## src/rtl/pcd_pkg.sv

```systemverilog
package pcd_pkg;
  typedef enum logic [2:0] {
    OP_NONE  = 3'd0,
    OP_START = 3'd1,
    OP_CLEAR = 3'd2,
    OP_SKIP  = 3'd3,
    OP_DOUT  = 3'd4,
    OP_DIN   = 3'd5,
    OP_MASK  = 3'd6,
    OP_IORST = 3'd7
  } pcd_op_e;

  localparam int unsigned OP_LSB = 8;
  localparam int unsigned OP_W   = 3;
endpackage

```

## src/rtl/pcd_decode.sv

```systemverilog
module pcd_decode
  import pcd_pkg::*;
#(
  parameter int unsigned DATA_W = 16,
  parameter int unsigned CODE_W = 6
) (
  input  logic              clk,
  input  logic              rst_n,
  input  logic              cmd_valid,
  input  logic [DATA_W-1:0] cmd_word,
  input  logic [DATA_W-1:0] pin_in,
  output logic [CODE_W-1:0] code_q,
  output logic              pol_q,
  output logic              ext_q,
  output logic              do_start,
  output logic              do_clear,
  output logic              do_skip,
  output logic              do_dout,
  output logic              do_din,
  output logic              do_mask,
  output logic              do_iorst
);
  pcd_op_e           op;
  logic              hit;
  logic [CODE_W-1:0] code_d;
  logic              pol_d;
  logic              ext_d;

  always_comb begin
    op       = pcd_op_e'(cmd_word[OP_LSB +: OP_W]);
    hit      = cmd_valid && (cmd_word[CODE_W-1:0] == code_q);
    do_start = hit && (op == OP_START);
    do_clear = hit && (op == OP_CLEAR);
    do_skip  = hit && (op == OP_SKIP);
    do_dout  = hit && (op == OP_DOUT);
    do_din   = hit && (op == OP_DIN);
    do_mask  = cmd_valid && (op == OP_MASK);
    do_iorst = cmd_valid && (op == OP_IORST);
  end

  always_comb begin
    code_d = code_q;
    pol_d  = pol_q;
    ext_d  = ext_q;
    if (do_iorst) begin
      code_d = pin_in[CODE_W-1:0];
      pol_d  = pin_in[DATA_W-1];
      ext_d  = pin_in[DATA_W-2];
    end
  end

  always_ff @(posedge clk or negedge rst_n) begin
    if (!rst_n) begin
      code_q <= '0;
      pol_q  <= 1'b0;
      ext_q  <= 1'b0;
    end else begin
      code_q <= code_d;
      pol_q  <= pol_d;
      ext_q  <= ext_d;
    end
  end

  assert_cfg_hold_R2: assert property (@(posedge clk) disable iff (!rst_n)
    !do_iorst |=> $stable(code_q) && $stable(pol_q) && $stable(ext_q));

  assert_addr_match_R3: assert property (@(posedge clk) disable iff (!rst_n)
    (do_start || do_clear || do_skip || do_dout || do_din) |-> (cmd_word[CODE_W-1:0] == code_q));
endmodule

```

## src/rtl/pcd_status.sv

```systemverilog
module pcd_status #(
  parameter int unsigned DATA_W = 16,
  localparam int unsigned IDX_W = $clog2(DATA_W)
) (
  input  logic              clk,
  input  logic              rst_n,
  input  logic              do_start,
  input  logic              do_clear,
  input  logic              do_iorst,
  input  logic              do_mask,
  input  logic              set_busy,
  input  logic              set_done,
  input  logic [DATA_W-1:0] bus_wdata,
  input  logic [IDX_W-1:0]  mask_idx,
  output logic              busy_q,
  output logic              done_q,
  output logic              irq_q,
  output logic              int_dis_q
);
  localparam logic [IDX_W-1:0] TOP_BIT = IDX_W'(DATA_W - 1);

  logic busy_d, done_d, irq_d, int_dis_d;
  logic wipe, done_rise, mask_bit;

  always_comb begin
    wipe     = do_clear || do_iorst;
    mask_bit = bus_wdata[TOP_BIT - mask_idx];

    busy_d = busy_q || set_busy;
    done_d = done_q || set_done;
    if (do_start) begin
      busy_d = 1'b1;
      done_d = 1'b0;
    end else if (wipe) begin
      busy_d = 1'b0;
      done_d = 1'b0;
    end

    int_dis_d = do_mask ? mask_bit : int_dis_q;
    done_rise = done_d && !done_q;
    irq_d     = (irq_q || done_rise) && !int_dis_d && !do_start && !wipe;
  end

  always_ff @(posedge clk or negedge rst_n) begin
    if (!rst_n) begin
      busy_q    <= 1'b0;
      done_q    <= 1'b0;
      irq_q     <= 1'b0;
      int_dis_q <= 1'b0;
    end else begin
      busy_q    <= busy_d;
      done_q    <= done_d;
      irq_q     <= irq_d;
      int_dis_q <= int_dis_d;
    end
  end

  assert_mask_only_R6: assert property (@(posedge clk) disable iff (!rst_n)
    !do_mask |=> $stable(int_dis_q));

  assert_cmd_wins_R8: assert property (@(posedge clk) disable iff (!rst_n)
    (do_clear || do_iorst) |=> !busy_q && !done_q);

  assert_start_wins_R8: assert property (@(posedge clk) disable iff (!rst_n)
    do_start |=> busy_q && !done_q);

  assert_irq_masked_R10: assert property (@(posedge clk) disable iff (!rst_n)
    irq_q |-> !int_dis_q);
endmodule

```

## src/rtl/pcd_port.sv

```systemverilog
module pcd_port #(
  parameter int unsigned DATA_W = 16
) (
  input  logic              clk,
  input  logic              rst_n,
  input  logic              pol,
  input  logic              do_dout,
  input  logic              do_din,
  input  logic              do_skip,
  input  logic [DATA_W-1:0] bus_wdata,
  input  logic [DATA_W-1:0] pin_in,
  input  logic              busy,
  input  logic              done,
  output logic              pin_wr_q,
  output logic [DATA_W-1:0] pin_out_q,
  output logic              rsp_valid_q,
  output logic [DATA_W-1:0] rsp_data_q
);
  logic [DATA_W-1:0] flip;
  logic [DATA_W-1:0] pin_out_d, rsp_data_d, skip_word;
  logic              pin_wr_d, rsp_valid_d;

  always_comb begin
    flip      = {DATA_W{~pol}};
    skip_word = '0;
    skip_word[DATA_W-1] = busy;
    skip_word[DATA_W-2] = done;

    pin_wr_d  = do_dout;
    pin_out_d = do_dout ? (bus_wdata ^ flip) : pin_out_q;

    rsp_valid_d = do_din || do_skip;
    rsp_data_d  = rsp_data_q;
    if (do_din) begin
      rsp_data_d = pin_in ^ flip;
    end else if (do_skip) begin
      rsp_data_d = skip_word;
    end
  end

  always_ff @(posedge clk or negedge rst_n) begin
    if (!rst_n) begin
      pin_wr_q    <= 1'b0;
      pin_out_q   <= '0;
      rsp_valid_q <= 1'b0;
      rsp_data_q  <= '0;
    end else begin
      pin_wr_q    <= pin_wr_d;
      pin_out_q   <= pin_out_d;
      rsp_valid_q <= rsp_valid_d;
      rsp_data_q  <= rsp_data_d;
    end
  end

  assert_dout_strobe_R4: assert property (@(posedge clk) disable iff (!rst_n)
    do_dout |=> pin_wr_q);

  assert_pins_hold_R4: assert property (@(posedge clk) disable iff (!rst_n)
    !do_dout |=> $stable(pin_out_q) && !pin_wr_q);

  assert_rsp_strobe_R5: assert property (@(posedge clk) disable iff (!rst_n)
    (do_din || do_skip) |=> rsp_valid_q);
endmodule

```

## src/rtl/periph_cmd_ctl.sv

```systemverilog
module periph_cmd_ctl
  import pcd_pkg::*;
#(
  parameter int unsigned DATA_W = 16,
  parameter int unsigned CODE_W = 6,
  localparam int unsigned IDX_W = $clog2(DATA_W)
) (
  input  logic              clk,
  input  logic              rst_n,
  input  logic              cmd_valid_i,
  input  logic [DATA_W-1:0] cmd_word_i,
  input  logic [DATA_W-1:0] bus_wdata_i,
  input  logic [IDX_W-1:0]  mask_idx_i,
  input  logic [DATA_W-1:0] pin_in_i,
  input  logic              set_busy_i,
  input  logic              set_done_i,
  output logic [DATA_W-1:0] pin_out_o,
  output logic              pin_wr_o,
  output logic              rsp_valid_o,
  output logic [DATA_W-1:0] rsp_data_o,
  output logic              busy_o,
  output logic              done_o,
  output logic              irq_o,
  output logic              int_dis_o,
  output logic              ext_reg_en_o,
  output logic [CODE_W-1:0] dev_code_o,
  output logic              polarity_o
);
  logic do_start, do_clear, do_skip, do_dout, do_din, do_mask, do_iorst;

  pcd_decode #(.DATA_W(DATA_W), .CODE_W(CODE_W)) u_decode (
    .clk      (clk),
    .rst_n    (rst_n),
    .cmd_valid(cmd_valid_i),
    .cmd_word (cmd_word_i),
    .pin_in   (pin_in_i),
    .code_q   (dev_code_o),
    .pol_q    (polarity_o),
    .ext_q    (ext_reg_en_o),
    .do_start (do_start),
    .do_clear (do_clear),
    .do_skip  (do_skip),
    .do_dout  (do_dout),
    .do_din   (do_din),
    .do_mask  (do_mask),
    .do_iorst (do_iorst)
  );

  pcd_status #(.DATA_W(DATA_W)) u_status (
    .clk      (clk),
    .rst_n    (rst_n),
    .do_start (do_start),
    .do_clear (do_clear),
    .do_iorst (do_iorst),
    .do_mask  (do_mask),
    .set_busy (set_busy_i),
    .set_done (set_done_i),
    .bus_wdata(bus_wdata_i),
    .mask_idx (mask_idx_i),
    .busy_q   (busy_o),
    .done_q   (done_o),
    .irq_q    (irq_o),
    .int_dis_q(int_dis_o)
  );

  pcd_port #(.DATA_W(DATA_W)) u_port (
    .clk        (clk),
    .rst_n      (rst_n),
    .pol        (polarity_o),
    .do_dout    (do_dout),
    .do_din     (do_din),
    .do_skip    (do_skip),
    .bus_wdata  (bus_wdata_i),
    .pin_in     (pin_in_i),
    .busy       (busy_o),
    .done       (done_o),
    .pin_wr_q   (pin_wr_o),
    .pin_out_q  (pin_out_o),
    .rsp_valid_q(rsp_valid_o),
    .rsp_data_q (rsp_data_o)
  );

  assert_one_op_R3: assert property (@(posedge clk) disable iff (!rst_n)
    $onehot0({do_start, do_clear, do_skip, do_dout, do_din, do_mask, do_iorst}));

  assert_skip_format_R9: assert property (@(posedge clk) disable iff (!rst_n)
    do_skip |=> (rsp_data_o[DATA_W-3:0] == '0));
endmodule

```

## config.mk

```make
export PLATFORM = sky130hd
export DESIGN_NAME = periph_cmd_ctl
export DESIGN_NICKNAME = d
export VERILOG_FILES = /design/src/rtl/pcd_pkg.sv /design/src/rtl/pcd_decode.sv /design/src/rtl/pcd_status.sv /design/src/rtl/pcd_port.sv /design/src/rtl/periph_cmd_ctl.sv
export SDC_FILE = /design/constraint.sdc
export NUM_CORES = 1
export LEC_CHECK = 0
export BUFFER_PORTS_ARGS = -buffer_cell sky130_fd_sc_hd__buf_2
export CORE_MARGIN = 2
export CORE_UTILIZATION = 40
export CTS_BUF_LIST = sky130_fd_sc_hd__clkbuf_2 sky130_fd_sc_hd__clkbuf_4 sky130_fd_sc_hd__clkbuf_8
export DETAILED_ROUTE_END_ITERATION = 12
export GPL_ROUTABILITY_DRIVEN = 0
export PLACE_DENSITY_LB_ADDON = 0.15
export SYNTH_ARGS = -nofsm -noshare
export SYNTH_HDL_FRONTEND = slang
export SYNTH_SLANG_ARGS = --single-unit
```

## constraint.sdc

```tcl
create_clock -name clk -period 2.2 [get_ports clk]
set_clock_uncertainty 0.2 [all_clocks]
set_input_delay 0.44 -clock clk [delete_from_list [all_inputs] [get_ports clk]]
set_output_delay 0.44 -clock clk [all_outputs]
set_load 0.005 [all_outputs]
```

==> results.cfg, run 1 <==
[final_layout]
leading_cell_types_in_the_layout_fill_and_taps_excluded = 95 x buf_2, 45 x dfrtp_1, 23 x xnor2_1, 17 x xor2_1
final_common_cell = buf_2
post_route_cells_drive_above_1_share_pct = 46.43
antenna_cells_inserted = 0
number_of_nets_in_the_final_layout = 336
synthToLayoutAreaGrowth_pct = 30.17

[die]
floorplan.core_area_mm2 = 0.005540
floorplan.die_area_mm2 = 0.006431
initial_core_util_pct = 41.92
die_h_um = 80.20
row_count = 27
io_pins = 103
floorplan.die.width_um = 80.20

[cts]
cts_num_sinks = 46
max-clock-path-buffers = 2
root_cell_of_the_clock_tree = clkbuf_8
clkSlewWorstSetupHoldPaths_ns = 0.09
ctsHtreeMaxLevel = 2
number_of_buffers_inserted_during_clock_tree_synthesis = 5
cts_tree = built
clk-insertion-delay-late_ns = 0.30

[synth]
synth.cell_area_mm2 = 0.002322
synth_warnings = 0
ys_types = 34
synth.ff_latch_count = 46
syn_nets = 237
synthesis.area_per_instance_um2 = 12.90
ys_dominant_reg_cell = dfrtp_1
ys_seq_area_share_pct = 49.57
synthCells = 180
async_reset_ff_share_pct = 100.0
post_synth_edffs = 0

[global_route]
first_global_vias = 1739
grt_pass1_wl_mm = 8.211
grt_remaining_overflow = 0
largest_net_degree_at_the_start_of_global_routing = 21
track_usage_pct = 16.61
antenna_found_initial = 0

[timing]
fin_crit_sh_pct = 90.93
min_period_ns = 2.000
max_freq_mhz = 499.9
fin_setup_tns_ns = 0
max_slew.worst_pin.slew_ns = 0.5581
finalHoldViolations = 0
grt_setup_unrepaired = false
relSlewSlack_pct = 62.80
setup_violations = 0
worst_hold_slack_ns = 0.1958
finalMaxSlewViolations = 0

[critical_path]
crit_buf_inv = 1
worst_path_dominant_cell_family = simple AND/OR/NAND/NOR gates
max_stage_delay_ns = 0.42
critPathKind = flip-flop to flip-flop
critPathLaunchType = flip-flop
critPathRequiredTime_ns = 2.18
critical_path.max_fanout = 16
timing.critical_path.arrival_ns = 1.98
critical-path-slowest-cell = dfrtp_1
worstPathCellList = xnor2_1 > nand3_1 > nor2_2 > and4bb_1 > buf_12 > mux2_2
worst_setup_path_end_kind = flip-flop

[routing]
detail_route.vias_per_cell = 4.983
antenna_violating_nets_post_route = 0
wirelength_mm = 5.178
first_pass_iteration_count_of_the_detailed_router = 4
detail_route.drc_violations = 0
wl_cell_um = 14.71
route.vias.total = 1754
dr.first_iter.drc_count = 28

[pwr]
p_leak_nw = 1.605
worst_ir_drop_vdd_v = 0.0003894
power_per_cell_area_mw_per_mm2 = 727.1

[outcome]
status = complete, no violations

[placement]
dpl.hpwl_mm = 3.904
io_buffers = 95

[min_path]
hold_path.class = primary input to flip-flop

[flow_run]
maxCapViolCount = 0
==> final timing paths <==
check	from	to	slack, ns	cells after the start
max	u_decode.code_q[4]$_DFFE_PN0P_	u_port.pin_out_q[0]$_DFFE_PN0P_	0.20	6
min	pin_in_i[0]	u_decode.code_q[0]$_DFFE_PN0P_	0.20	2
max reg2reg	u_decode.code_q[4]$_DFFE_PN0P_	u_port.pin_out_q[0]$_DFFE_PN0P_	0.20	6
min reg2reg	u_port.pin_out_q[5]$_DFFE_PN0P_	u_port.pin_out_q[5]$_DFFE_PN0P_	0.29	1
max in group asynchronous	rst_n	u_port.rsp_valid_q$_DFF_PN0_	0.81	3
min in group asynchronous	rst_n	u_port.pin_out_q[8]$_DFFE_PN0P_	0.42	2
==> cell type report <==
cell class | instances | area (µm²)
fill | 526 | 2517
inverter | 2 | 7.507
tap | 72 | 90.09
timing repair buffer | 104 | 558.0
clock buffer | 6 | 76.32
clock inverter | 2 | 37.54
sequential | 46 | 1152
multi-input combinational | 120 | 1101
==> synthesized netlist by cell type, types with 2 or more instances <==
library cell / count / area (µm²)
xnor2_1: 23 / 201.4
or4_1: 2 / 15.01
o2bb2ai_1: 14 / 122.6
inv_1: 2 / 7.510
nor2_1: 5 / 18.77
nand4_1: 2 / 12.51
buf_4: 2 / 15.01
mux2_2: 14 / 157.7
mux2i_1: 8 / 80.08
mux4_1: 2 / 52.55
buf_2: 2 / 10.01
nand2_1: 2 / 7.510
a22o_1: 3 / 26.28
mux2_1: 10 / 112.6
dfrtp_1: 46 / 1151
nand3_1: 2 / 10.01
nor2b_1: 2 / 12.51
clkbuf_1: 7 / 26.28
xor2_1: 17 / 148.9
==> report_power, final <==
group / leakage (nW) / internal, mW / switching (mW)
logic: 0.937 / 0.296 / 0.224
registers: 0.613 / 0.942 / 0.0971
clock network: 0.0548 / 0.352 / 0.288
==> routing by layer <==
metal,vias up,wire length (µm),track usage [%]
met5,-,0,0
met4,0,57,4.576
met3,6,347,4.607
met2,54,2498,27.42
met1,857,2274,21.38
li1,837,-,-
==> repair_timing <==
action / in CTS / in global routing
setup buffers: 0 / 0
resized for setup: 0 / 0
endpoints found under the hold margin: 17 / 0
hold buffers: 1 / 0
setup endpoints to repair: 0 / 0
==> flip-flops by register name, summed over array words and instances, names as in the netlist <==
signal              flops
u_status.int_dis_q      1
u_port.rsp_valid_q      1
u_decode.ext_q          1
u_port.pin_out_q       16
u_port.rsp_data_q      16
u_port.pin_wr_q         1
u_status.irq_q          1
u_decode.code_q         6
u_status.done_q         1
u_status.busy_q         1
u_decode.pol_q          1
==> stage by stage <==
step	instance area [µm²]	cells	util, %	total power, mW	setup slack (ns)
2_1_floorplan	2322	180	-	1.355	0.2046
3_3_place_gp	2899	343	52.33	1.571	0.09746
3_5_place_dp	2899	343	52.33	1.583	0.06692
4_1_cts	3023	352	54.56	2.227	0.1784
5_1_grt	3023	352	54.56	2.321	0.08492
6_report	3023	352	54.56	2.198	0.1996
==> cell families (layout without fill, tap and decap cells) <==
family	count (synthesis)	after routing	share of synthesized area [%]
DFF	46	46	49.57
xor gates and xnor gates	40	40	15.09
muxes	34	34	17.35
and+or+nand+nor	24	24	6.843
AOI/OAI and AO/OA	22	22	8.136
buffers and inverters	14	114	3.017
(Power assumes the default switching activity.)
==> run 2: changes to the inputs <==
- BUFFER_PORTS_ARGS: -buffer_cell sky130_fd_sc_hd__buf_2 -> unset
- DONT_BUFFER_PORTS: unset -> 1
- SKIP_LAST_GASP: unset -> 1
==> results.cfg, run 2 (same netlist as run 1, synthesis figures left out) <==
[outcome]
status = complete, no violations

[die]
floorplan.die.width_um = 80.20
die_h_um = 80.20
floorplan.core_area_mm2 = 0.005540
row_count = 27
io_pins = 103
floorplan.die_area_mm2 = 0.006431
initial_core_util_pct = 41.92

[timing]
grt_setup_unrepaired = false
worst_hold_slack_ns = 0.02002
finalMaxSlewViolations = 0
fin_crit_sh_pct = 93.25
fin_setup_tns_ns = 0
postLayoutSetupSlackWorst_ns = 0.1486
finalHoldViolations = 0
max_freq_mhz = 487.5
relSlewSlack_pct = 62.17
min_period_ns = 2.051
setup_violations = 0
max_slew.worst_pin.slew_ns = 0.5657

[final_layout]
multi_input_area_mm2 = 0.001101
number_of_nets_in_the_final_layout = 239
post_route_cells_drive_above_1_share_pct = 18.03
largest_registers = u_port.pin_out_q x16, u_port.rsp_data_q x16, u_decode.code_q x6
final-instance-count-excl-fill = 255
fillers = 527
antenna_cells_inserted = 0
final_common_cell = dfrtp_1
seq_area_mm2 = 0.001152
synthToLayoutAreaGrowth_pct = 9.267
leading_cell_types_in_the_layout_fill_and_taps_excluded = 45 x dfrtp_1, 23 x xnor2_1, 17 x xor2_1, 14 x mux2_2, 14 x o2bb2ai_1

[critical_path]
cp.depth = 6
critical_path.max_fanout = 16
critPathKind = flip-flop to flip-flop
worstPathCellList = xnor2_1 > nand4_1 > nor2_2 > and4bb_1 > buf_12 > mux2_2
timing.critical_path.arrival_ns = 2.03
critPathRequiredTime_ns = 2.18
worst-r2r-cell-count = 6
critPathLaunchType = flip-flop
critical-path-slowest-cell = dfrtp_1
crit_buf_inv = 1
worst_path_dominant_cell_family = simple AND/OR/NAND/NOR gates
worst_setup_path_end_kind = flip-flop
max_stage_delay_ns = 0.43

[global_route]
antenna_found_initial = 0
grt_pass1_wl_mm = 7.645
grt_remaining_overflow = 0
first_global_vias = 1534
largest_net_degree_at_the_start_of_global_routing = 47
track_usage_pct = 16.02

[placement]
detailedPlace.worstSlack_ns = 0.1697
io_buffers = 0
numPlacedInstances = 245
dpl.hpwl_mm = 3.626

[min_path]
hold_path.class = primary input to flip-flop
hold-path-cell-count = 1

[routing]
route.vias.total = 1404
detail_route.vias_per_cell = 5.506
first_pass_iteration_count_of_the_detailed_router = 4
dr.first_iter.drc_count = 41
antenna_violating_nets_post_route = 0
detail_route.drc_violations = 0
wl_cell_um = 19.43
wirelength_mm = 4.954

[pwr]
worst_ir_drop_vdd_v = 0.0003995
power_per_cell_area_mw_per_mm2 = 765.6
power_mw = 1.943
p_leak_nw = 1.172

[cts]
cts.repair_timing.setup_buffer_count = 0
cts_num_sinks = 46
clkSlewWorstSetupHoldPaths_ns = 0.09
clk-insertion-delay-late_ns = 0.29
max-clock-path-buffers = 2
ctsResizeCount = 0
root_cell_of_the_clock_tree = clkbuf_8
cts_tree = built
number_of_buffers_inserted_during_clock_tree_synthesis = 5
ctsHtreeMaxLevel = 2
holdBufCountCts = 2

[flow_run]
maxCapViolCount = 0
-- run 2: routing by layer --
metal  share of wire, %  GRT usage (%)  vias up
met5                  0              0        -
met2                 52          27.50       59
li1                   -              -      642
met1                 39          19.11      697
met3                8.4          5.618        6
met4                1.0          4.068        0
-- run 2: worst register-to-register path: cells and delay by family (launching register included) --
kind | cells | cell delay, ns
AND/OR/NAND/NOR | 3 | 0.60
flip-flops | 1 | 0.43
buffers and inverters | 1 | 0.17
multiplexers | 1 | 0.35
XOR/XNOR | 1 | 0.19
-- run 2: area by class of cell --
class	count	area share [%]
sequential	46	45.41
multi-input combinational	120	43.39
timing repair buffer	7	3.945
tap	72	3.550
clock buffer	6	3.008
clock inverter	2	0.3945
inverter	2	0.2959
-- run 2: path summary, 6_finish.rpt --
check | slack (ns) | end | start
setup / recovery | 0.15 | u_port.pin_out_q[4]$_DFFE_PN0P_ | u_decode.code_q[0]$_DFFE_PN0P_
hold / removal | 0.02 | u_port.pin_wr_q$_DFF_PN0_ | cmd_word_i[9]
setup reg to reg | 0.15 | u_port.pin_out_q[4]$_DFFE_PN0P_ | u_decode.code_q[0]$_DFFE_PN0P_
hold reg to reg | 0.32 | u_port.rsp_data_q[12]$_DFFE_PN0P_ | u_port.rsp_data_q[12]$_DFFE_PN0P_
max in group asynchronous | 1.12 | u_port.pin_out_q[15]$_DFFE_PN0P_ | rst_n
min in group asynchronous | 0.47 | u_decode.ext_q$_DFFE_PN0P_ | rst_n
-- run 2: per-stage QoR --
stage	util, %	instance area (µm²)
after floorplan	-	2322
after global placement	43.56	2414
after detailed placement	43.56	2414
after CTS	45.80	2537
after global routing	45.80	2537
final	45.80	2537
-- run 2: where the power goes --
group | leakage [nW] | total [mW] | switching (mW) | internal (mW)
Sequential | 0.613 | 1.03 | 0.0912 | 0.943
Combinational | 0.510 | 0.402 | 0.183 | 0.219
Clock | 0.0484 | 0.507 | 0.274 | 0.233
Total | 1.17 | 1.94 | 0.548 | 1.39
